**config.mk**
```make
export PLATFORM = sky130hd
export DESIGN_NAME = prisel_top
export DESIGN_NICKNAME = d
export VERILOG_FILES = /design/src/rtl/prisel_pkg.sv /design/src/rtl/prisel_filter.sv /design/src/rtl/prisel_tree.sv /design/src/rtl/prisel_out.sv /design/src/rtl/prisel_top.sv
export SDC_FILE = /design/constraint.sdc
export NUM_CORES = 1
export LEC_CHECK = 0
export BUFFER_PORTS_ARGS = -buffer_cell sky130_fd_sc_hd__buf_4
export CAP_MARGIN = 20
export CORE_AREA = 2 2 492 494
export DETAILED_ROUTE_END_ITERATION = 8
export DIE_AREA = 0 0 494 496
export MAX_ROUTING_LAYER = met4
export PLACE_DENSITY = 0.38
export SYNTH_ARGS = -nofsm -noshare
export SYNTH_HDL_FRONTEND = slang
export SYNTH_SLANG_ARGS = --single-unit
```
**constraint.sdc**
```tcl
create_clock -name clk -period 13.6 [get_ports clk]
set_clock_uncertainty 0.05 [all_clocks]
set_input_delay 0.68 -clock clk [delete_from_list [all_inputs] [get_ports clk]]
set_output_delay 0.68 -clock clk [all_outputs]
set_load 0.05 [all_outputs]
```
**src/rtl/prisel_pkg.sv**
```systemverilog
package prisel_pkg;
  localparam int ID_W        = 10;
  localparam int PRIO_W      = 8;
  localparam int RUNP_W      = PRIO_W + 1;
  localparam int PRIVATE_CNT = 32;
  localparam logic [ID_W-1:0] SPURIOUS_ID = 10'd1023;

  typedef struct packed {
    logic              vld;
    logic              grp;
    logic [PRIO_W-1:0] prio;
    logic [ID_W-1:0]   id;
  } cand_t;

  // lo always carries the lower IDs, so a tie keeps lo.
  function automatic cand_t pick_better(cand_t lo, cand_t hi);
    if (lo.vld && (!hi.vld || lo.prio <= hi.prio)) return lo;
    return hi;
  endfunction
endpackage

```
**src/rtl/prisel_filter.sv**
```systemverilog
module prisel_filter
  import prisel_pkg::*;
#(
  parameter int NUM_SRC = 64,
  parameter int NUM_CPU = 8,
  parameter int CPU_ID  = 0
) (
  input  logic [NUM_SRC-1:0]         src_en_i,
  input  logic [NUM_SRC-1:0]         src_pend_i,
  input  logic [NUM_SRC-1:0]         src_grp_i,
  input  logic [NUM_SRC*PRIO_W-1:0]  src_prio_i,
  input  logic [NUM_SRC*NUM_CPU-1:0] src_tgt_i,
  output cand_t                      cand_o [NUM_SRC]
);
  for (genvar i = 0; i < NUM_SRC; i++) begin : g_src
    logic reach;
    if (i < PRIVATE_CNT) begin : g_priv
      logic unused_tgt;
      assign unused_tgt = ^src_tgt_i[i*NUM_CPU +: NUM_CPU];
      assign reach = 1'b1;
    end else begin : g_shared
      assign reach = src_tgt_i[i*NUM_CPU + CPU_ID];
    end
    assign cand_o[i].vld  = src_en_i[i] & src_pend_i[i] & reach;
    assign cand_o[i].grp  = src_grp_i[i];
    assign cand_o[i].prio = src_prio_i[i*PRIO_W +: PRIO_W];
    assign cand_o[i].id   = ID_W'(i);
  end
endmodule

```
**src/rtl/prisel_tree.sv**
```systemverilog
module prisel_tree
  import prisel_pkg::*;
#(
  parameter int NUM_SRC = 64
) (
  input  cand_t leaf_i [NUM_SRC],
  output cand_t best_o
);
  localparam int LVLS   = (NUM_SRC > 1) ? $clog2(NUM_SRC) : 1;
  localparam int LEAVES = 1 << LVLS;

  for (genvar lv = 0; lv <= LVLS; lv++) begin : g_lvl
    localparam int W = LEAVES >> lv;
    cand_t stg [W];
    if (lv == 0) begin : g_leaf
      for (genvar k = 0; k < W; k++) begin : g_k
        if (k < NUM_SRC) begin : g_real
          assign stg[k] = leaf_i[k];
        end else begin : g_pad
          assign stg[k] = '0;
        end
      end
    end else begin : g_node
      for (genvar k = 0; k < W; k++) begin : g_k
        assign stg[k] = pick_better(g_lvl[lv-1].stg[2*k], g_lvl[lv-1].stg[2*k+1]);
      end
    end
  end

  assign best_o = g_lvl[LVLS].stg[0];
endmodule

```
**src/rtl/prisel_out.sv**
```systemverilog
module prisel_out
  import prisel_pkg::*;
#(
  parameter int NUM_SRC = 64
) (
  input  logic              clk,
  input  logic              rst,
  input  cand_t             best_i,
  input  logic [1:0]        dist_grp_en_i,
  input  logic [1:0]        cpu_grp_en_i,
  input  logic [PRIO_W-1:0] prio_mask_i,
  input  logic [RUNP_W-1:0] run_prio_i,
  input  logic              fiq_en_i,
  output logic              irq_o,
  output logic              fiq_o,
  output logic [ID_W-1:0]   pend_id_o
);
  logic            gate_open, visible, preempts, grp_ok, sig;
  logic            irq_d, fiq_d;
  logic [ID_W-1:0] id_d;

  always_comb begin
    gate_open = (|dist_grp_en_i) && (|cpu_grp_en_i);
    visible   = gate_open && best_i.vld && (best_i.prio < prio_mask_i);
    preempts  = {1'b0, best_i.prio} < run_prio_i;
    grp_ok    = dist_grp_en_i[best_i.grp] && cpu_grp_en_i[best_i.grp];
    sig       = visible && preempts && grp_ok;
    id_d      = visible ? best_i.id : SPURIOUS_ID;
    fiq_d     = sig && !best_i.grp && fiq_en_i;
    irq_d     = sig && !fiq_d;
  end

  always_ff @(posedge clk) begin
    if (rst) begin
      irq_o     <= 1'b0;
      fiq_o     <= 1'b0;
      pend_id_o <= SPURIOUS_ID;
    end else begin
      irq_o     <= irq_d;
      fiq_o     <= fiq_d;
      pend_id_o <= id_d;
    end
  end

  // never both lines at once
  a_r11_lines_exclusive: assert property (@(posedge clk) disable iff (rst)
    $countones({irq_o, fiq_o}) <= 1);

  // fast line needs the steering bit one cycle earlier
  a_r11_fiq_needs_enable: assert property (@(posedge clk) disable iff (rst)
    !fiq_en_i |=> !fiq_o);

  // closed gates silence everything on the next cycle
  a_r7_gate_closed: assert property (@(posedge clk) disable iff (rst)
    (!(|dist_grp_en_i) || !(|cpu_grp_en_i)) |=>
      (!irq_o && !fiq_o && pend_id_o == SPURIOUS_ID));

  // a zero mask hides every source
  a_r8_zero_mask: assert property (@(posedge clk) disable iff (rst)
    (prio_mask_i == '0) |=> (pend_id_o == SPURIOUS_ID));

  // a signalled line always comes with a real ID
  a_r6_line_has_id: assert property (@(posedge clk) disable iff (rst)
    (irq_o || fiq_o) |-> (pend_id_o != SPURIOUS_ID && pend_id_o < ID_W'(NUM_SRC)));

  // an idle-free running priority of zero blocks all lines
  a_r9_run_zero: assert property (@(posedge clk) disable iff (rst)
    (run_prio_i == '0) |=> (!irq_o && !fiq_o));
endmodule

```
**src/rtl/prisel_top.sv**
```systemverilog
module prisel_top
  import prisel_pkg::*;
#(
  parameter int NUM_SRC = 64,
  parameter int NUM_CPU = 8,
  parameter int CPU_ID  = 0
) (
  input  logic                       clk,
  input  logic                       rst,
  input  logic [NUM_SRC-1:0]         src_en_i,
  input  logic [NUM_SRC-1:0]         src_pend_i,
  input  logic [NUM_SRC-1:0]         src_grp_i,
  input  logic [NUM_SRC*8-1:0]       src_prio_i,
  input  logic [NUM_SRC*NUM_CPU-1:0] src_tgt_i,
  input  logic [1:0]                 dist_grp_en_i,
  input  logic [1:0]                 cpu_grp_en_i,
  input  logic [7:0]                 prio_mask_i,
  input  logic [8:0]                 run_prio_i,
  input  logic                       fiq_en_i,
  output logic                       irq_o,
  output logic                       fiq_o,
  output logic [9:0]                 pend_id_o
);
  cand_t leaf [NUM_SRC];
  cand_t best;

  prisel_filter #(.NUM_SRC(NUM_SRC), .NUM_CPU(NUM_CPU), .CPU_ID(CPU_ID)) u_filter (
    .src_en_i   (src_en_i),
    .src_pend_i (src_pend_i),
    .src_grp_i  (src_grp_i),
    .src_prio_i (src_prio_i),
    .src_tgt_i  (src_tgt_i),
    .cand_o     (leaf)
  );

  prisel_tree #(.NUM_SRC(NUM_SRC)) u_tree (
    .leaf_i (leaf),
    .best_o (best)
  );

  prisel_out #(.NUM_SRC(NUM_SRC)) u_out (
    .clk           (clk),
    .rst           (rst),
    .best_i        (best),
    .dist_grp_en_i (dist_grp_en_i),
    .cpu_grp_en_i  (cpu_grp_en_i),
    .prio_mask_i   (prio_mask_i),
    .run_prio_i    (run_prio_i),
    .fiq_en_i      (fiq_en_i),
    .irq_o         (irq_o),
    .fiq_o         (fiq_o),
    .pend_id_o     (pend_id_o)
  );

  // tree winner is always a real source
  a_r5_winner_in_range: assert property (@(posedge clk) disable iff (rst)
    best.vld |-> (best.id < 10'(NUM_SRC)));
endmodule

```
==> results of run 1 <==
==> flip-flops by register name, indices dropped and copies added, names as in the netlist <==
name and flops:
u_out.irq_o 1, u_out.fiq_o 1, u_out.pend_id_o 7
==> metal layers <==
layer	up-vias	wire (um)	part of all wire, %
li1	12300	-	-
met1	11300	63900	47
met5	-	0	0
met2	641	64400	47
met3	107	4950	3.6
met4	0	3250	2.4
==> cell type report <==
type,instances,area [sq um],share of cell area (%)
diodes,42,105,0.316
well taps,3185,3990,12.0
repair buffers,1006,7670,23.1
clock inverters,1,5.00,0.0151
clock buffers,3,75.1,0.226
multi-input cells,2241,19300,58.2
flip-flops and latches,9,180,0.542
inverters,499,1870,5.64
==> power groups by stage <==
stage | Clock (mW) | Combinational [mW] | Sequential, mW
5_1_grt | 0.0548 | 3.66 | 0.0425
2_1_floorplan | 0 | 1.57 | 0.0600
4_1_cts | 0.0541 | 3.30 | 0.0429
3_5_place_dp | 0 | 3.28 | 0.0433
6_report | 0.0532 | 3.28 | 0.0415
3_3_place_gp | 0 | 3.26 | 0.0432
==> worst paths after layout <==
kind,cells after the start,slack (ns),end,from
setup / recovery,62,0.76,u_out.fiq_o,src_prio_i[374]
hold / removal,4,0.78,u_out.fiq_o,cpu_grp_en_i[0]
==> per-stage QoR <==
step,utilization (%),area (sq um),hold slack [ns]
finish,13.9,33200,0.782
CTS,13.6,32600,0.780
global placement,13.5,32400,1.03
floorplan,-,21200,0.798
detailed placement,13.5,32400,1.02
global route,13.9,33200,0.797
==> kinds of logic after synthesis <==
| logic type | synth area share, % |
|---|---|
| compound gates | 19.7 |
| simple gates | 15.3 |
| buf+inv | 10.2 |
| fa+ha+maj | 30.6 |
| mux | 23.4 |
| flops | 0.851 |
==> critical path: cells and delay by family <==
family	cells	cell delay, ns
mux	4	1.18
buf+inv	9	1.23
fa+ha+maj	7	1.79
simple gates	14	2.72
compound gates	28	5.25
==> cells in the final DEF, fill, tap and decap left out, drive strengths merged, types with 17 or more instances in the layout <==
cell,synthesis,layout
mux2i,405,405
nor2,79,79
a211oi,46,46
and4,43,43
a21oi,230,230
nor2b,63,63
o21a,35,35
o211ai,63,63
a21o,32,32
inv,499,499
or3b,23,23
mux2,79,79
diode,0,42
nand2,148,148
buf,36,1006
o21ai,109,109
a22oi,19,19
nor3,17,17
nand3,66,66
nand4,74,74
ha,518,518
==> repair_timing <==
item / CTS / global route
endpoints found under the setup margin: 8 / 9
buffers inserted: 1 / 25
resized for setup: 10 / 84
cloned: 0 / 1
pin swaps: 1 / 11
==> impl_metrics.json, run 1 <==
{
  "count_of_yosys_warnings_during_synthesis": 0,
  "io_buffers": 771,
  "groute.layer.met1.usage_pct": 14.1,
  "detail-route-antenna-nets": 0,
  "fin_ws_ns": 0.758,
  "start_kind": "input port",
  "drc_errors": 0,
  "grt_util_met2_pct": 18.2,
  "die_h_um": 496,
  "ys_seq_area_share_pct": 0.851,
  "slew_headroom_pct": 37.8,
  "floorplan.die_area_sq_um": 245000,
  "synthToLayoutAreaGrowth_pct": 56.9,
  "coreArea_sq_um": 240000,
  "finalSetupViolations": 0,
  "timing.fmax_ghz": 0.0779,
  "number_of_buffers_between_clock_root_and_the_deepest_sink": 2,
  "min-delay-path-class": "in2reg",
  "syn_nets": 4565,
  "die_w_um": 494,
  "ir_drop_v": 0.000182,
  "synth_area_leader_cell": "sky130_fd_sc_hd__ha_1",
  "initialDrtViolationCount": 1011,
  "post_synth_num_cell_types": 80,
  "routed_wire_length_per_instance_um": 19.5,
  "grt_pass1_vias": 24500,
  "pwr_density_cell_nw_per_um2": 102,
  "synth_enable_flop_cells": 0,
  "power.share.switching_pct": 52.7,
  "postSynth.topFlopCell": "sky130_fd_sc_hd__dfxtp_1",
  "async_reset_ff_share_pct": 0,
  "finalSetupTns_ns": 0,
  "final-hold-violation-count": 0,
  "grt_util_all_layers_pct": 10.9,
  "preCtsSetupSlack_ns": -0.615,
  "syn_avg_cell_area_sq_um": 7.54,
  "starting_density_of_the_core_pct": 8.84,
  "detailedPlacementHpwl_um": 130000,
  "result_of_the_run": "completed",
  "cp_max_fo": 8,
  "leakagePower_nw": 16.2,
  "cts_num_sinks": 9,
  "drv.max_cap_violation_count": 0,
  "routed_wl_um": 137000,
  "synthesis.instances": 2807,
  "synth-seq-cells": 9,
  "layout.filler_cells": 27600,
  "placedCellCount": 6913,
  "yosys.area.top_type_share_pct": 30.6,
  "fp-row-count": 180,
  "share_clk_of_total_power_pct": 1.6,
  "io-pin-count": 1252,
  "cts_buffers": 3,
  "grt_antenna_before_repair": 75,
  "post_cts_hold_buffer_count": 0,
  "globalRouteOverflowTotal": 0,
  "final-max-slew-violation-count": 0,
  "critical_path.max_stage_delay_ns": 0.57,
  "cts_tree": "yes",
  "synthMostInstantiatedCell": "sky130_fd_sc_hd__ha_1",
  "power.internal_mw": 1.60,
  "global_route.usage.met3_pct": 1.12,
  "power_frac_comb_pct": 97.2,
  "timing.critical_path.arrival_ns": 12.89,
  "grt_pass1_wl_um": 183000,
  "crit_type": "in2reg",
  "top_cells_by_area_in_the_synthesized_netlist": "sky130_fd_sc_hd__ha_1 (31%), sky130_fd_sc_hd__mux2i_1 (19%), sky130_fd_sc_hd__inv_1 (8.8%)",
  "layoutNonFillerInstCount": 6986,
  "grt_start_max_net_pins": 17,
  "switching_power_mw": 1.78,
  "clk_root_buffer_cell": "sky130_fd_sc_hd__clkbuf_16",
  "cts_max_level": 1,
  "drt-vias-per-instance": 3.47,
  "min_period_over_period_pct": 94.4,
  "drtPass1Iterations": 5,
  "num-nets-final": 5518,
  "total_power_mw": 3.38,
  "vias": 24300,
  "worstMarginPinSlew_ns": 0.907,
  "worst_path_max_delay_cell": "sky130_fd_sc_hd__a211oi_4",
  "path_clk_slew_ns": 0.04,
  "post_syn_area_sq_um": 21200,
  "critical_path.endpoint_type": "flop",
  "drive_above_1_share_pct": 31.9,
  "most_instantiated_cells_after_synthesis": "sky130_fd_sc_hd__ha_1 (518), sky130_fd_sc_hd__inv_1 (497), sky130_fd_sc_hd__mux2i_1 (405), sky130_fd_sc_hd__a21oi_1 (230), sky130_fd_sc_hd__nand2_1 (148)",
  "power.sequential.fraction_pct": 1.2,
  "finalCriticalPeriod_ns": 12.84,
  "grt-busiest-layer": "met2",
  "worstPathRequired_ns": 13.65,
  "gpl.final_weighted_congestion": 0.874,
  "crit_top_cell": "sky130_fd_sc_hd__ha_1"
}
(Power assumes the default switching activity.)
==> run 2, diff against run 1 <==
Clock period 13.6 ns to 10.81 ns, I/O delays scaled along.
==> run 2 against run 1 <==
The run now ends with negative setup slack left. Die area did not move. Core utilization up 3.8 points. Sequential cell count is the same. Critical path type unchanged. Critical endpoint is now u_out.pend_id_o[1]. Largest cell class unchanged.
==> impl_metrics.json, run 2 (synthesized netlist as in run 1, its figures left out) <==
{
  "result_of_the_run": "complete, but fails checks",
  "violated_checks": "negative setup slack",
  "initialDrtViolationCount": 916,
  "ir_drop_v": 0.000271,
  "fp-row-count": 180,
  "die_h_um": 496,
  "power_frac_comb_pct": 97.9,
  "synthToLayoutAreaGrowth_pct": 99.8,
  "power.internal_mw": 2.91,
  "layout_common_cells": "sky130_fd_sc_hd__buf_4 (1826), sky130_fd_sc_hd__inv_1 (473), sky130_fd_sc_hd__ha_1 (466), sky130_fd_sc_hd__mux2i_1 (295), sky130_fd_sc_hd__a21oi_1 (196)",
  "globalRouteOverflowTotal": 0,
  "final-max-slew-violation-count": 0,
  "crit_top_cell": "sky130_fd_sc_hd__o21a_1",
  "path_clk_slew_ns": 0.04,
  "cts_num_sinks": 9,
  "total_power_mw": 5.54,
  "vias": 27400,
  "power.sequential.fraction_pct": 0.9,
  "switching_power_mw": 2.62,
  "slew_headroom_pct": 33.7,
  "layout.filler_cells": 27200,
  "drive_above_1_share_pct": 50.2,
  "floorplan.die_area_sq_um": 245000,
  "worstMarginPinSlew_ns": 0.986,
  "io-pin-count": 1252,
  "fin_ws_ns": -1.02,
  "critical_path.endpoint_type": "flop",
  "largest_register_ff_count": 7,
  "drv.max_cap_violation_count": 0,
  "grt_pass1_vias": 28600,
  "num-nets-final": 6398,
  "finalSetupViolations": 9,
  "biggestRegsByFlops": "u_out.pend_id_o (7), u_out.fiq_o (1), u_out.irq_o (1)",
  "worstPathRequired_ns": 10.87,
  "post_cts_hold_buffer_count": 0,
  "layout.cell_area.non_filler_sq_um": 42300,
  "max_flop_register": "u_out.pend_id_o",
  "detailedPlacementHpwl_um": 125000,
  "grt_pass1_wl_um": 187000,
  "start_kind": "input port",
  "final-hold-violation-count": 0,
  "routed_wl_um": 134000,
  "min_period_over_period_pct": 109,
  "timing.critical_path.arrival_ns": 11.89,
  "drt-vias-per-instance": 3.50,
  "min-delay-path-class": "in2reg",
  "leakagePower_nw": 20.7,
  "critical_path.max_stage_delay_ns": 0.46,
  "power.share.switching_pct": 47.4,
  "share_clk_of_total_power_pct": 1.2,
  "grt_antenna_before_repair": 44,
  "gpl.final_weighted_congestion": 0.857,
  "coreArea_sq_um": 240000,
  "timing.fmax_ghz": 0.0845,
  "routed_wire_length_per_instance_um": 17.0,
  "die_w_um": 494,
  "drc_errors": 0,
  "timing.critical_path.to": "u_out.pend_id_o[1]",
  "detail-route-antenna-nets": 0,
  "unrepaired_setup_endpoints_after_global_routing": "yes",
  "final_common_cell": "sky130_fd_sc_hd__buf_4",
  "grt_start_max_net_pins": 13,
  "worst_setup_sp": "src_prio_i[111]",
  "cts_buffers": 3,
  "clk_root_buffer_cell": "sky130_fd_sc_hd__clkbuf_16",
  "placement.cell_area_sq_um": 39200,
  "io_buffers": 771,
  "crit_type": "in2reg",
  "starting_density_of_the_core_pct": 8.84,
  "drtPass1Iterations": 4,
  "worst_path_max_delay_cell": "sky130_fd_sc_hd__or4_1",
  "pwr_density_cell_nw_per_um2": 131,
  "number_of_buffers_between_clock_root_and_the_deepest_sink": 2,
  "cp_max_fo": 6,
  "finalCriticalPeriod_ns": 11.83,
  "preCtsSetupSlack_ns": -2.44,
  "grt_util_all_layers_pct": 10.7,
  "cts_max_level": 1,
  "cts_tree": "yes"
}
run 2: through the flow:
step | cells | setup TNS (ns) | hold WS [ns] | utilization (%)
final | 7844 | -8.35 | 0.616 | 17.7
after detailed placement | 7745 | -20.72 | 0.807 | 16.4
after global routing | 7843 | -13.29 | 0.619 | 17.6
after global placement | 7744 | -20.62 | 0.804 | 16.4
after floorplan | 2807 | -2.23 | 0.660 | -
after CTS | 7789 | -9.10 | 0.551 | 17.0
run 2: worst max-delay path, delay by kind of cell:
family                   cells  cell delay [ns]
AO/OA/AOI/OAI               27             4.67
adder cells (fa/ha/maj)      7             1.77
buffers and inverters       12             1.36
multiplexers                 4             1.11
AND/OR/NAND/NOR             14             2.41
run 2: final cells by class:
type	instances	area [sq um]	share of cell area (%)
clock buffer	4	78.8	0.186
sequential	9	180	0.426
timing repair buffer	1885	14600	34.4
inverter	499	1900	4.50
multi-input combinational	2242	21500	50.9
tap	3185	3990	9.42
antenna	20	50.0	0.118
run 2: worst min-delay path by stage:
stage / cells past startpoint / end / slack [ns] / from
2_1_floorplan: 2 / u_out.irq_o / 0.66 / dist_grp_en_i[1]
3_3_place_gp: 3 / u_out.irq_o / 0.80 / fiq_en_i
3_5_place_dp: 3 / u_out.irq_o / 0.81 / fiq_en_i
4_1_cts: 3 / u_out.irq_o / 0.55 / fiq_en_i
5_1_grt: 3 / u_out.irq_o / 0.62 / fiq_en_i
6_report: 3 / u_out.irq_o / 0.62 / fiq_en_i
run 2: power groups by stage:
| stage | clock network (mW) | logic (mW) | registers [mW] |
|---|---|---|---|
| final | 0.0671 | 5.42 | 0.0507 |
| after global placement | 0 | 4.55 | 0.0519 |
| after floorplan | 0 | 2.17 | 0.0755 |
| after global routing | 0.0718 | 5.91 | 0.0515 |
| after detailed placement | 0 | 4.56 | 0.0516 |
| after CTS | 0.0703 | 5.14 | 0.0512 |
run 2: repair_timing:
item | in CTS | in global routing
gates resized for setup | 244 | 211
endpoints found under the setup margin | 9 | 9
buffers inserted | 42 | 34
gates cloned | 1 | 1
pin swaps | 71 | 104
run 2: per-layer routing:
| layer | GRT usage (%) | routed length [um] | vias up |
|---|---|---|---|
| li1 | - | - | 14000 |
| met4 | 2.51 | 2480 | 0 |
| met5 | - | 0 | - |
| met1 | 12.7 | 58200 | 12600 |
| met3 | 1.43 | 5980 | 98 |
| met2 | 18.8 | 66900 | 700 |
